--- src/rtl/dpll_lc_pkg.sv ---
package dpll_lc_pkg;
  typedef enum logic [2:0] {
    LC_FREE  = 3'd0,
    LC_HOLD  = 3'd1,
    LC_SWAP  = 3'd2,
    LC_LOAD  = 3'd3,
    LC_TRACK = 3'd4
  } lc_state_e;

  // open loop driven by the held word
  function automatic logic lc_is_held(lc_state_e s);
    return (s == LC_HOLD) || (s == LC_SWAP) || (s == LC_LOAD);
  endfunction

  // switchover steps with lock status frozen
  function automatic logic lc_is_frozen(lc_state_e s);
    return (s == LC_SWAP) || (s == LC_LOAD);
  endfunction
endpackage

--- src/rtl/dpll_lc_refsel.sv ---
module dpll_lc_refsel #(
  parameter int NREF  = 4,
  parameter int REF_W = (NREF > 1) ? $clog2(NREF) : 1
) (
  input  logic [NREF-1:0]  ref_valid,
  input  logic [REF_W-1:0] active_ref,
  input  logic             force_ref_en,
  input  logic [REF_W-1:0] force_ref_idx,
  output logic [REF_W-1:0] tgt_idx,
  output logic             tgt_ok
);
  logic [REF_W-1:0] lowest_idx;
  logic             any_valid;

  always_comb begin
    lowest_idx = '0;
    any_valid  = 1'b0;
    for (int i = NREF - 1; i >= 0; i--) begin
      if (ref_valid[i]) begin
        lowest_idx = REF_W'(i);
        any_valid  = 1'b1;
      end
    end
  end

  always_comb begin
    if (force_ref_en) begin
      tgt_idx = force_ref_idx;
      tgt_ok  = ref_valid[force_ref_idx];
    end else if (ref_valid[active_ref]) begin
      tgt_idx = active_ref;
      tgt_ok  = 1'b1;
    end else begin
      tgt_idx = lowest_idx;
      tgt_ok  = any_valid;
    end
  end
endmodule

--- src/rtl/dpll_lc_fsm.sv ---
module dpll_lc_fsm
  import dpll_lc_pkg::*;
#(
  parameter int REF_W = 2
) (
  input  logic             clk,
  input  logic             rst_n,
  input  logic             force_freerun,
  input  logic             force_hold,
  input  logic [REF_W-1:0] tgt_idx,
  input  logic             tgt_ok,
  output lc_state_e        state_q,
  output lc_state_e        state_d,
  output logic [REF_W-1:0] active_ref
);
  always_comb begin
    state_d = state_q;
    if (force_freerun) begin
      state_d = LC_FREE;
    end else if (force_hold) begin
      state_d = LC_HOLD;
    end else begin
      unique case (state_q)
        LC_FREE, LC_HOLD: if (tgt_ok) state_d = LC_SWAP;
        LC_SWAP:          state_d = LC_LOAD;
        LC_LOAD:          state_d = LC_TRACK;
        LC_TRACK: begin
          if (!tgt_ok)                    state_d = LC_HOLD;
          else if (tgt_idx != active_ref) state_d = LC_SWAP;
        end
        default:          state_d = LC_FREE;
      endcase
    end
  end

  always_ff @(posedge clk) begin
    if (!rst_n) begin
      state_q    <= LC_FREE;
      active_ref <= '0;
    end else begin
      state_q <= state_d;
      if (state_d == LC_SWAP && state_q != LC_SWAP) active_ref <= tgt_idx;
    end
  end

  // the loop closes only right after the load step
  a_r4_close_after_load: assert property (@(posedge clk) disable iff (!rst_n)
    (state_q == LC_TRACK && $past(state_q) != LC_TRACK) |-> $past(state_q) == LC_LOAD);
  // load strobe state lasts one cycle
  a_r4_load_single: assert property (@(posedge clk) disable iff (!rst_n)
    (state_q == LC_LOAD) |=> (state_q != LC_LOAD));
  // a forced free-run always wins
  a_r2_freerun_wins: assert property (@(posedge clk) disable iff (!rst_n)
    force_freerun |=> (state_q == LC_FREE));
  // the reference never changes while tracking
  a_r5_ref_steady: assert property (@(posedge clk) disable iff (!rst_n)
    (state_q == LC_TRACK && $past(state_q) == LC_TRACK) |-> $stable(active_ref));
endmodule

--- src/rtl/dpll_lc_ftw_sel.sv ---
module dpll_lc_ftw_sel
  import dpll_lc_pkg::*;
#(
  parameter int FTW_W = 48
) (
  input  logic             clk,
  input  logic             rst_n,
  input  lc_state_e        state_q,
  input  lc_state_e        state_d,
  input  logic             hist_valid,
  input  logic [FTW_W-1:0] hist_ftw,
  input  logic             fallback_single,
  input  logic [FTW_W-1:0] loop_ftw,
  input  logic [FTW_W-1:0] freerun_ftw,
  output logic [FTW_W-1:0] ftw_out
);
  logic [FTW_W-1:0] held_q;
  logic [FTW_W-1:0] held_pick;

  always_comb begin
    if (hist_valid)           held_pick = hist_ftw;
    else if (fallback_single) held_pick = loop_ftw;
    else                      held_pick = freerun_ftw;
  end

  always_ff @(posedge clk) begin
    if (!rst_n) held_q <= '0;
    else if (lc_is_held(state_d) && !lc_is_held(state_q)) held_q <= held_pick;
  end

  always_comb begin
    unique case (state_q)
      LC_TRACK: ftw_out = loop_ftw;
      LC_FREE:  ftw_out = freerun_ftw;
      default:  ftw_out = held_q;
    endcase
  end

  // the held word does not move during an open-loop stretch
  a_r10_hold_steady: assert property (@(posedge clk) disable iff (!rst_n)
    (lc_is_held(state_q) && lc_is_held($past(state_q))) |-> $stable(ftw_out));
endmodule

--- src/rtl/dpll_lc_lock_freeze.sv ---
module dpll_lc_lock_freeze
  import dpll_lc_pkg::*;
#(
  parameter int NLOCK = 2
) (
  input  logic             clk,
  input  logic             rst_n,
  input  lc_state_e        state_q,
  input  logic [NLOCK-1:0] lock_in,
  output logic [NLOCK-1:0] lock_out
);
  logic frozen;
  assign frozen = lc_is_frozen(state_q);

  for (genvar g = 0; g < NLOCK; g++) begin : g_bit
    logic kept_q;
    always_ff @(posedge clk) begin
      if (!rst_n)      kept_q <= 1'b0;
      else if (!frozen) kept_q <= lock_in[g];
    end
    assign lock_out[g] = frozen ? kept_q : lock_in[g];
  end

  // lock status holds still across the switch steps
  a_r11_lock_frozen: assert property (@(posedge clk) disable iff (!rst_n)
    (frozen && lc_is_frozen($past(state_q))) |-> $stable(lock_out));
endmodule

--- src/rtl/dpll_loop_ctrl.sv ---
module dpll_loop_ctrl
  import dpll_lc_pkg::*;
#(
  parameter int NREF  = 4,
  parameter int FTW_W = 48,
  parameter int NLOCK = 2,
  parameter int REF_W = (NREF > 1) ? $clog2(NREF) : 1
) (
  input  logic             clk,
  input  logic             rst_n,
  input  logic [NREF-1:0]  ref_valid,
  input  logic             force_freerun,
  input  logic             force_hold,
  input  logic             force_ref_en,
  input  logic [REF_W-1:0] force_ref_idx,
  input  logic             fallback_single,
  input  logic             hist_valid,
  input  logic [FTW_W-1:0] hist_ftw,
  input  logic [FTW_W-1:0] loop_ftw,
  input  logic [FTW_W-1:0] freerun_ftw,
  input  logic [NLOCK-1:0] lock_in,
  output logic [REF_W-1:0] active_ref,
  output logic             loop_closed,
  output logic [FTW_W-1:0] ftw_out,
  output logic             profile_load,
  output logic [NLOCK-1:0] lock_out
);
  lc_state_e        state_q, state_d;
  logic [REF_W-1:0] tgt_idx;
  logic             tgt_ok;

  dpll_lc_refsel #(.NREF(NREF), .REF_W(REF_W)) u_refsel (
    .ref_valid(ref_valid), .active_ref(active_ref),
    .force_ref_en(force_ref_en), .force_ref_idx(force_ref_idx),
    .tgt_idx(tgt_idx), .tgt_ok(tgt_ok)
  );

  dpll_lc_fsm #(.REF_W(REF_W)) u_fsm (
    .clk(clk), .rst_n(rst_n), .force_freerun(force_freerun), .force_hold(force_hold),
    .tgt_idx(tgt_idx), .tgt_ok(tgt_ok),
    .state_q(state_q), .state_d(state_d), .active_ref(active_ref)
  );

  dpll_lc_ftw_sel #(.FTW_W(FTW_W)) u_ftw (
    .clk(clk), .rst_n(rst_n), .state_q(state_q), .state_d(state_d),
    .hist_valid(hist_valid), .hist_ftw(hist_ftw), .fallback_single(fallback_single),
    .loop_ftw(loop_ftw), .freerun_ftw(freerun_ftw), .ftw_out(ftw_out)
  );

  dpll_lc_lock_freeze #(.NLOCK(NLOCK)) u_lock (
    .clk(clk), .rst_n(rst_n), .state_q(state_q), .lock_in(lock_in), .lock_out(lock_out)
  );

  assign loop_closed  = (state_q == LC_TRACK);
  assign profile_load = (state_q == LC_LOAD);

  // strobe is a single-cycle pulse and never coincides with a closed loop
  a_r4_strobe_pulse: assert property (@(posedge clk) disable iff (!rst_n)
    profile_load |=> !profile_load);
  a_r4_strobe_open: assert property (@(posedge clk) disable iff (!rst_n)
    profile_load |-> !loop_closed);
  // a forced holdover opens the loop one cycle later
  a_r3_force_open: assert property (@(posedge clk) disable iff (!rst_n)
    force_hold |=> !loop_closed);
endmodule

--- config.mk ---
export PLATFORM = sky130hd
export DESIGN_NAME = dpll_loop_ctrl
export DESIGN_NICKNAME = d
export VERILOG_FILES = /design/src/rtl/dpll_lc_pkg.sv /design/src/rtl/dpll_lc_refsel.sv /design/src/rtl/dpll_lc_fsm.sv /design/src/rtl/dpll_lc_ftw_sel.sv /design/src/rtl/dpll_lc_lock_freeze.sv /design/src/rtl/dpll_loop_ctrl.sv
export SDC_FILE = /design/constraint.sdc
export NUM_CORES = 1
export LEC_CHECK = 0
export ABC_CLOCK_PERIOD_IN_PS = 2850
export BUFFER_PORTS_ARGS = -buffer_cell sky130_fd_sc_hd__buf_2
export CAP_MARGIN = 20
export CORE_MARGIN = 5
export CORE_UTILIZATION = 48
export DETAILED_ROUTE_END_ITERATION = 6
export PLACE_DENSITY_LB_ADDON = 0.12
export SYNTH_ARGS = -nofsm -noshare
export SYNTH_HDL_FRONTEND = slang
export SYNTH_SLANG_ARGS = --single-unit
--- constraint.sdc ---
create_clock -name clk -period 2.85 [get_ports clk]
set_input_delay 0 -clock clk [delete_from_list [all_inputs] [get_ports clk]]
set_output_delay 0 -clock clk [all_outputs]
set_load 0.05 [all_outputs]
## Yosys cells after proc, flatten, opt, wreduce, memory -nomap -nowiden

Index checks and enable logic that the tools add are counted.

- Input port bits: 159
- Register bits after elaboration: 55
- Output and inout port bits: 54
- Logic and storage cells: 53

- Muxes and demuxes: 27
- Eq/ne operators: 9
- $lt $le $gt $ge: 2
- Reduce and logical (&&, ||, !) cells: 10

Operators by type and width:

| operator | count |
|---|---|
| $mux W48 | 2 |
| $pmux W48 S2 | 1 |
| $mux W3 | 5 |
| $eq A3 B2 Y1 const B | 4 |
| $mux W2 | 6 |
| $pmux W3 S4 | 1 |
| $mux W1 | 10 |
| $eq A3 B1 Y1 const B | 2 |
| $lt A2 B3 Y1 const B | 2 |
| $logic_or A1 B1 Y1 | 5 |
| $bmux W1 S2 | 2 |
| $eq A3 B3 Y1 const B | 1 |
| $logic_not A3 Y1 | 1 |
| $ne A3 B2 Y1 const B | 1 |
| $logic_and A1 B1 Y1 | 2 |
| $ne A2 B2 Y1 | 1 |
| $reduce_or A2 Y1 | 1 |
| $logic_not A1 Y1 | 1 |

## Depth between registers and ports, before layout

Gate-level depths: netlist (run 1).

- Depth in word-level cells: 16
- Gate-level depth with buffers: 10
- Depth with buffers taken out: 6

## By module

A second synthesis (run 1) with hierarchy kept.

- Cell total of the unflattened synthesis: 502
- Area total of the unflattened synthesis: 4344.2 um^2

By module, submodules not included:

| module | cells an instance | instances | seq. area each (um^2) | area each (um^2) |
|---|---|---|---|---|
| dpll_lc_ftw_sel | 433 | 1 | 960.9 | 3728.6 |
| dpll_lc_fsm | 35 | 1 | 100.1 | 325.3 |
| dpll_lc_refsel | 20 | 1 | 0.0 | 141.4 |
| dpll_lc_lock_freeze | 12 | 1 | 40.0 | 127.6 |
| dpll_loop_ctrl | 2 | 1 | 0.0 | 21.3 |

## Worst setup path before layout (run 1)

Ideal clock, no wire load.

- Kind: register -> output
- From: register u_fsm.state_q[2]
- To: output ftw_out[10]
- Arrival time: 2561 ps
- Stages on the path, launching flop included: 6
- Slack: 289 ps
- Required time: 2850 ps
- Buffers on the path: 3
- Cell sequence: dfxtp_1 -> buf_4 -> clkbuf_1 -> clkbuf_1 -> mux2i_1 -> o21ai_0

- Cells in the longest elaborated chain, start to end: 2
- Elaborated cells between the ends (all ways): 3
- Those cells by class: eq/ne: 1; mux: 1; reduce/logical: 1

RTL lines:

| what | line | RTL |
|---|---|---|
| start, declared | dpll_lc_fsm.sv:12 | `output lc_state_e state_q,` |
| start signal, assigned | dpll_lc_fsm.sv:41 | `state_q <= state_d;` |
| $eq A3 B3 Y1 or $logic_not A3 Y1 (tied branches) | dpll_lc_ftw_sel.sv:32 | `unique case (state_q)` |
| $pmux W48 S2 * | dpll_lc_ftw_sel.sv:32 |  |
| end, declared | dpll_loop_ctrl.sv:24 | `output logic [FTW_W-1:0] ftw_out,` |

Mark *: on every way between the ends. The rest lies on a longest branch, timed or not.

## Worst setup path after layout (run 1)

- From: register u_fsm.active_ref[0]
- To: register u_ftw.held_q[45]

- Cells in the longest elaborated chain, start to end: 14
- Elaborated cells between the ends (all ways): 19
- Those cells by class: eq/ne: 4; mux: 12; reduce/logical: 3

RTL lines:

| what | line | RTL |
|---|---|---|
| start, declared | dpll_lc_fsm.sv:14 | `output logic [REF_W-1:0] active_ref` |
| start signal, assigned | dpll_lc_fsm.sv:42 | `if (state_d == LC_SWAP && state_q != LC_SWAP) active_ref <= tgt_idx;` |
| $bmux W1 S2 | dpll_lc_refsel.sv:30 | `end else if (ref_valid[active_ref]) begin` |
| $mux W1 (not written as such) | dpll_lc_refsel.sv:30 |  |
| $mux W2 | dpll_lc_refsel.sv:30 |  |
| $mux W2 | dpll_lc_refsel.sv:27 | `if (force_ref_en) begin` |
| $ne A2 B2 Y1 | dpll_lc_fsm.sv:29 | `else if (tgt_idx != active_ref) state_d = LC_SWAP;` |
| $mux W3 | dpll_lc_fsm.sv:29 |  |
| $mux W3 | dpll_lc_fsm.sv:28 | `if (!tgt_ok) state_d = LC_HOLD;` |
| $pmux W3 S4 * | dpll_lc_fsm.sv:23 | `unique case (state_q)` |
| $mux W3 * | dpll_lc_fsm.sv:20 | `end else if (force_hold) begin` |
| $mux W3 * | dpll_lc_fsm.sv:18 | `if (force_freerun) begin` |
| $eq A3 B1 Y1 or $eq A3 B2 Y1 (tied branches) | dpll_lc_pkg.sv:12 | `return (s == LC_HOLD) \|\| (s == LC_SWAP) \|\| (s == LC_LOAD);` |
| $logic_or A1 B1 Y1 | dpll_lc_pkg.sv:12 |  |
| $logic_or A1 B1 Y1 * | dpll_lc_pkg.sv:12 |  |
| $logic_and A1 B1 Y1 * | dpll_lc_ftw_sel.sv:28 | `else if (lc_is_held(state_d) && !lc_is_held(state_q)) held_q <= held_pick;` |
| end signal, assigned | dpll_lc_ftw_sel.sv:28 |  |
| end, declared | dpll_lc_ftw_sel.sv:17 | `logic [FTW_W-1:0] held_q;` |

Mark *: on every way between the ends. The rest lies on a longest branch, timed or not. The select of a mux whose other input is x is not followed.
A chain may end at the register's enable or synchronous reset.

==> results of run 1 <==
## critical path: cells and delay by family (launching register included)
kind	cells	cell delay, ps
flops	1	490
simple gates	2	580
mux	1	270
compound gates	3	620
buf+inv	1	620
## cells in the mapped netlist (all sizes together) (2+ instances only)
cell type  number
o21ai         101
mux2            5
mux2i         146
nand2         200
nand3           2
dfxtp          55
nor2            9
clkbuf         40
a221o           2
inv             2
buf            13
a211oi          2
nor2b           2
nand2b          4
and2            4
a21boi          2
nor4            2
and3b           2
## registers in the layout, indices dropped and copies added (netlist names)
register             flops
u_fsm.active_ref         2
u_fsm.state_q            3
u_ftw.held_q            48
u_lock.g_bit.kept_q      2
## cell families after synthesis
| logic type | count (synthesis) |
|---|---|
| buf+inv | 55 |
| mux | 151 |
| xor+xnor | 2 |
| flops | 55 |
| simple gates | 229 |
| compound gates | 117 |
## through the flow
stage / cell area, sq um / total power [W] / cells / util (%)
6_report: 5590 / 0.00233 / 895 / 61.0
5_1_grt: 5590 / 0.00247 / 895 / 61.0
4_1_cts: 5590 / 0.00235 / 895 / 61.0
3_5_place_dp: 5490 / 0.00189 / 887 / 59.9
3_3_place_gp: 5490 / 0.00187 / 887 / 59.9
2_1_floorplan: 4470 / 0.00162 / 609 / -
## cell type report
cell class | count | area (sq um)
timing repair buffer | 220 | 1130
tap | 111 | 139
inverter | 2 | 7.51
multi-input combinational | 499 | 3100
fill | 861 | 3570
sequential | 55 | 1100
clock buffer | 8 | 100
## layer usage
layer | track usage (%) | vias to the layer above
met1 | 26.9 | 2186
met2 | 39.0 | 150
met3 | 4.07 | 10
met5 | 0 | -
li1 | - | 2430
met4 | 4.93 | 0
## final timing paths
check / start / to / slack [ps]
setup / recovery: u_fsm.active_ref[0] / u_ftw.held_q[45] / 170
hold / removal: lock_in[1] / u_lock.g_bit[1].kept_q / 60
setup reg to reg: u_fsm.active_ref[0] / u_ftw.held_q[45] / 170
hold reg to reg: u_ftw.held_q[25] / u_ftw.held_q[25] / 460
## power by group through the flow
stage | logic, W | registers [W] | clock network, W
global route | 0.00107 | 0.000893 | 0.000503
detailed placement | 0.000991 | 0.000900 | 0
finish | 0.000988 | 0.000884 | 0.000455
floorplan | 0.000724 | 0.000894 | 0
CTS | 0.000994 | 0.000883 | 0.000472
global placement | 0.000975 | 0.000896 | 0
==> out/qor.csv, run 1 <==
stage,metric,value,unit
logic_synthesis,syn_avg_cell_area,7.33,sq um
logic_synthesis,synth.area.top_cells,"mux2i_1 33%, dfxtp_1 25%, nand2_1 17%",
sta,min_period,2680,ps
clock_tree,post_cts_buffers,0,
logic_synthesis,synth_xor_area_share,0.392,%
critical_path,crit_path_cell_trace,"and3b_1, a211oi_1, a221o_1, nor4bb_2, a311o_2, buf_4, mux2i_1",
drt,wire_per_inst,14.4,um
drt,via_per_inst,5.34,
drt,firstDrtPassIters,4,
logic_synthesis,ys_seq_area_share,24.7,%
clock_tree,cts_resized,0,
power_and_ir_drop,power_frac_comb,42.5,%
drt,highest_layer,met4,
global_route,grt_usage,21.7,%
critical_path,start_kind,register,
sta,max_slew_margin,46.9,%
global_route,grt-ovfl-total,0,
logic_synthesis,synth_fa_ha_area_share,0,%
die,rows,35,
sta,skew,5.56,ps
power_and_ir_drop,ir_worst_vdd,0.000190,V
drt,wl_met1,5460,um
cells_and_area,area_growth,25.1,%
logic_synthesis,synth-compound-area-share,14.4,%
critical_path,crit_slowest_cell,buf_4,
logic_synthesis,synth_cells,609,
sta,hold_viol,0,
clock_tree,cts_buffer_depth,2,
worst_hold_path,worstHoldPathCells,3,
logic_synthesis,synth_nets,768,
logic_synthesis,yosys_warnings,0,
global_route,grt_max_degree,97,
placement,place_hpwl,9690,um
placement,finalWeightedCongestion,0.803,
logic_synthesis,yosys_most_used_dff,dfxtp_1,
critical_path,r2r_cells,7,
sta,tns,0,ps
logic_synthesis,synth.largest_area_cell,mux2i_1,
critical_path,cpPeakStageDelay,620,ps
die,num_io_pins,213,
power_and_ir_drop,sw_frac_of_total,39.8,%
sta,rsz0062_at_grt,false,
critical_path,worstSetupPathType,register to register,
power_and_ir_drop,cell_internal_pwr,0.00140,W
drt,drc,0,
logic_synthesis,muxShareOfSynthArea,34.1,%
clock_tree,hold_buffers,0,
power_and_ir_drop,p_clk_share,19.5,%
global_route,grt_pass1_wl,20800,um
logic_synthesis,synth_edf_count,0,
sta,whs,64.6,ps
die,die_w,106,um
drt,ant_nets,0,
sta,period_share,94.0,%
drt,dr_wl_met3,788,um
logic_synthesis,synthSimpleGateAreaFrac,20.6,%
logic_synthesis,yosysTopAreaCellShare,32.7,%
critical_path,path_max_fanout,48,
die,die_h,106,um
drt,vias,4776,
sta,fmax,373,MHz
die,coreArea,0.00915,sq mm
global_route,grt_antenna_before_repair,0,
critical_path,worstPathRequired,3080,ps
critical_path,arrival,2900,ps
clock_tree,root_buffer,clkbuf_8,
power_and_ir_drop,power_frac_seq,38.0,%
worst_hold_path,hold_path_class,primary input to register,
sta,tightest_slew,797,ps
job,drv_cap,0,
clock_tree,cts-htree-levels,2,
clock_tree,cts_tree,built,
logic_synthesis,synth_area,0.00447,sq mm
logic_synthesis,synth_top_family_by_area,multiplexers,
logic_synthesis,synth_cell_types,39,
die,start_util,48.8,%
cells_and_area,drive_above_1_share,30.2,%
cells_and_area,final_cell_mix,"212 x buf_2, 200 x nand2_1, 146 x mux2i_1",
sta,setup_ws,171,ps
die,dieArea,0.0113,sq mm
logic_synthesis,ys_ff_latch,55,
cells_and_area,antenna_cells,0,
global_route,grt_pass1_vias,4658,
power_and_ir_drop,p_leak,2.67,nW
clock_tree,path_clk_slew,90,ps
placement,pre_cts_ws,197,ps
critical_path,crit_path_end_kind,register,
drt,routed_wirelength,12900,um
drt,met2WireLength,6500,um
placement,io_buffers,212,
clock_tree,cts.sinks,55,
cells_and_area,fin_nets,942,
drt,dr.first_iter.drc_count,217,
sta,slew_viol_final,0,
sta,setup-violations-final,0,
clock_tree,clk_latency,300,ps
power_and_ir_drop,powerDensity,417,mW/mm^2
power_and_ir_drop,switching_power,0.000927,W
logic_synthesis,async_flop_share,0,%
cells_and_area,final_common_cell,buf_2,
status,status,"finished, final reports clean",
clock_tree,cts_inserted_buffers,5,
(Power assumes the default switching activity.)
==> inputs of run 2 (changes only) <==
ABC_AREA = 1   (was default)
ABC_CLOCK_PERIOD_IN_PS = default   (was 2850)
==> out/qor.csv, run 2 <==
stage,metric,value,unit,change
status,status,"finished, final reports clean",,
global_route,grt_pass1_vias,5270,,+13%
sta,tns,0,ps,unchanged
die,rows,36,,+2.9%
critical_path,arrival,2450,ps,-450 ps
cells_and_area,area_growth,25.8,%,
logic_synthesis,synthTopCellsByCount,"267 x nand2_1, 109 x nand3_1, 63 x nor2_1",,
placement,placed_area,0.00577,sq mm,+5.2%
sta,rsz0062_at_grt,false,,
logic_synthesis,synth.largest_area_cell,dfxtp_1,,
sta,hold_viol,0,,unchanged
drt,firstDrtPassIters,5,,+1
cells_and_area,final_common_cell,nand2_1,,
drt,routed_wirelength,14000,um,+8.5%
critical_path,start_kind,register,,
global_route,grt_max_degree,55,,-43%
drt,ant_nets,0,,unchanged
drt,wire_per_inst,13.3,um,-7.3%
critical_path,path_delay_family,buffers and inverters,,
clock_tree,cts-htree-levels,2,,unchanged
logic_synthesis,synth.area.top_cells,"dfxtp_1 24%, nand2_1 22%, nand3_1 12%",,
die,start_util,48.5,%,-0.26 points
placement,place_hpwl,10600,um,+9.1%
die,dieArea,0.0118,sq mm,+3.8%
global_route,grt-ovfl-total,0,,unchanged
die,num_io_pins,213,,unchanged
sta,period_share,86.0,%,-8.1 points
sta,min_period,2450,ps,-230 ps
cells_and_area,largest_register_ffs,48,,unchanged
logic_synthesis,yosys_warnings,0,,unchanged
global_route,grt_antenna_before_repair,0,,unchanged
critical_path,worstSetupPathType,register to output port,,
sta,setup-violations-final,0,,unchanged
clock_tree,hold_buffers,0,,unchanged
logic_synthesis,async_flop_share,0,%,unchanged
logic_synthesis,synth_cell_types,28,,-28%
drt,drc,0,,unchanged
critical_path,path_max_fanout,32,,-33%
critical_path,crit_path_cell_trace,"nor2_1, inv_2, buf_4, nor2_4, buf_12, nand2_1, nand3_1, buf_2",,
die,coreArea,0.00959,sq mm,+4.8%
power_and_ir_drop,powerDensity,422,mW/mm^2,+1.2%
clock_tree,cts_inserted_buffers,5,,unchanged
critical_path,ff2ff_setup_slack,440,ps,+270 ps
cells_and_area,stdcell_area,0.00586,sq mm,+4.9%
sta,tightest_slew,938,ps,+141 ps
placement,io_buffers,212,,unchanged
cells_and_area,largest_register,u_ftw.held_q,,
clock_tree,cts_resized,0,,unchanged
cells_and_area,fill_cells,930,,+8.0%
worst_hold_path,hold_path_class,primary input to register,,
logic_synthesis,ys_seq_area_share,23.6,%,-1.0 points
cells_and_area,largest_registers,"u_ftw.held_q: 48 flops, u_fsm.state_q: 3 flops",,
cells_and_area,drive_above_1_share,31.0,%,+0.81 points
global_route,grt_usage,23.1,%,+1.4 points
clock_tree,root_buffer,clkbuf_8,,
logic_synthesis,synth_nets,903,,+18%
clock_tree,cts_buffer_depth,2,,unchanged
sta,skew,5.93,ps,+0.370 ps
cells_and_area,final_cell_mix,"266 x nand2_1, 212 x buf_2, 109 x nand3_1",,
logic_synthesis,ys_ff_latch,55,,unchanged
power_and_ir_drop,ir_worst_vdd,0.000243,V,+28%
power_and_ir_drop,p_leak,3.02,nW,+13%
critical_path,r2r_cells,11,,+4
logic_synthesis,synth_cells,744,,+22%
clock_tree,clk_latency,300,ps,about the same
critical_path,path_depth,8,,+1
logic_synthesis,yosys_most_used_dff,dfxtp_1,,
critical_path,crit_slowest_cell,nor2_4,,
clock_tree,cts.sinks,55,,unchanged
die,die_h,108,um,+1.9%
critical_path,worstPathRequired,2850,ps,-230 ps
critical_path,cpPeakStageDelay,480,ps,-140 ps
die,die_w,108,um,+1.9%
worst_hold_path,worstHoldPathCells,4,,+1
logic_synthesis,yosysTopAreaCellShare,23.6,%,-9.1 points
logic_synthesis,syn_avg_cell_area,6.26,sq um,-15%
sta,max_slew_margin,37.4,%,-9.4 points
sta,fmax,408,MHz,+9.4%
drt,dr.first_iter.drc_count,290,,+34%
critical_path,critical_path_buf_inv_count,4,,+3
logic_synthesis,synth_area,0.00466,sq mm,+4.3%
logic_synthesis,yosysMostFrequentCell,nand2_1,,
logic_synthesis,synth_edf_count,0,,unchanged
clock_tree,post_cts_buffers,0,,unchanged
placement,finalWeightedCongestion,0.840,,+4.7%
cells_and_area,antenna_cells,0,,unchanged
job,drv_cap,0,,unchanged
drt,via_per_inst,5.19,,-2.7%
clock_tree,path_clk_slew,90,ps,about the same
cells_and_area,fin_nets,1074,,+14%
drt,vias,5441,,+14%
global_route,grt_pass1_wl,22900,um,+9.8%
sta,slew_viol_final,0,,unchanged
clock_tree,cts_tree,built,,
critical_path,crit_path_end_kind,output port,,
-- run 2: cell types whose count changed after synthesis, moves of 5 or more --
cell     before  now
o21a_1        1   48
inv_1         2   20
a21oi_2       0   40
nand2_1     200  267
buf_4         5    0
o21ai_0      99    5
nand3_1       2  109
a21oi_1       1   10
nor2_1        9   63
buf_2         2   12
mux2i_1     146   48
-- run 2: routing by layer --
layer / part of all wire [%] / wire length, um / vias to the layer above / global-route usage, %
met1: 42 / 5860 / 2445 / 28.1
li1: - / - / 2778 / -
met3: 6.9 / 970 / 20 / 4.18
met5: 0 / 0 / - / 0
met2: 50 / 6950 / 198 / 41.6
met4: 1.5 / 207 / 0 / 6.13
-- run 2: stage by stage --
step	total power [W]	util, %	std cells	setup slack (ps)	hold slack (ps)
floorplan	0.00175	-	744	575	205
global placement	0.00203	60.1	1041	566	335
global route	0.00263	61.1	1048	187	65.9
CTS	0.00249	61.1	1048	379	10.6
detailed placement	0.00205	60.1	1041	476	338
finish	0.00247	61.1	1048	400	27.2
-- run 2: worst reg2reg max path, delay by kind of cell (launching register included) --
kind	cells	cell delay (ps)
flops	1	380
simple gates	7	1100
compound gates	1	330
buf+inv	3	510
-- run 2: final timing paths --
check | start | to
setup / recovery | u_fsm.state_q[0] | ftw_out[28]
setup reg to reg | u_fsm.state_q[0] | u_ftw.held_q[43]
hold / removal | force_hold | u_fsm.state_q[2]
hold reg to reg | u_ftw.held_q[11] | u_ftw.held_q[11]
-- run 2: cells by family (layout without fill, tap and decap cells) --
logic type	count (synthesis)	after routing	share of synthesized area, %
flops	55	55	23.6
compound gates	110	110	18.1
simple gates	449	449	39.9
buf+inv	82	253	8.06
mux	48	48	10.3
-- run 2: cell type report --
type	instances	area (sq um)	area share (%)
multi-input cells	607	3200	54.7
clock inverters	1	5.00	0.0854
inverters	24	90.1	1.54
clock buffers	6	82.6	1.41
repair buffers	222	1210	20.7
flip-flops and latches	55	1100	18.8
well taps	133	166	2.84
-- run 2: power breakdown --
part | switching, W | internal (W) | leakage, nW | total, W
combinational | 0.000733 | 0.000395 | 2.52 | 0.00113
clock | 0.000245 | 0.000192 | 0.0470 | 0.000436
sequential | 0.0000539 | 0.000852 | 0.455 | 0.000906
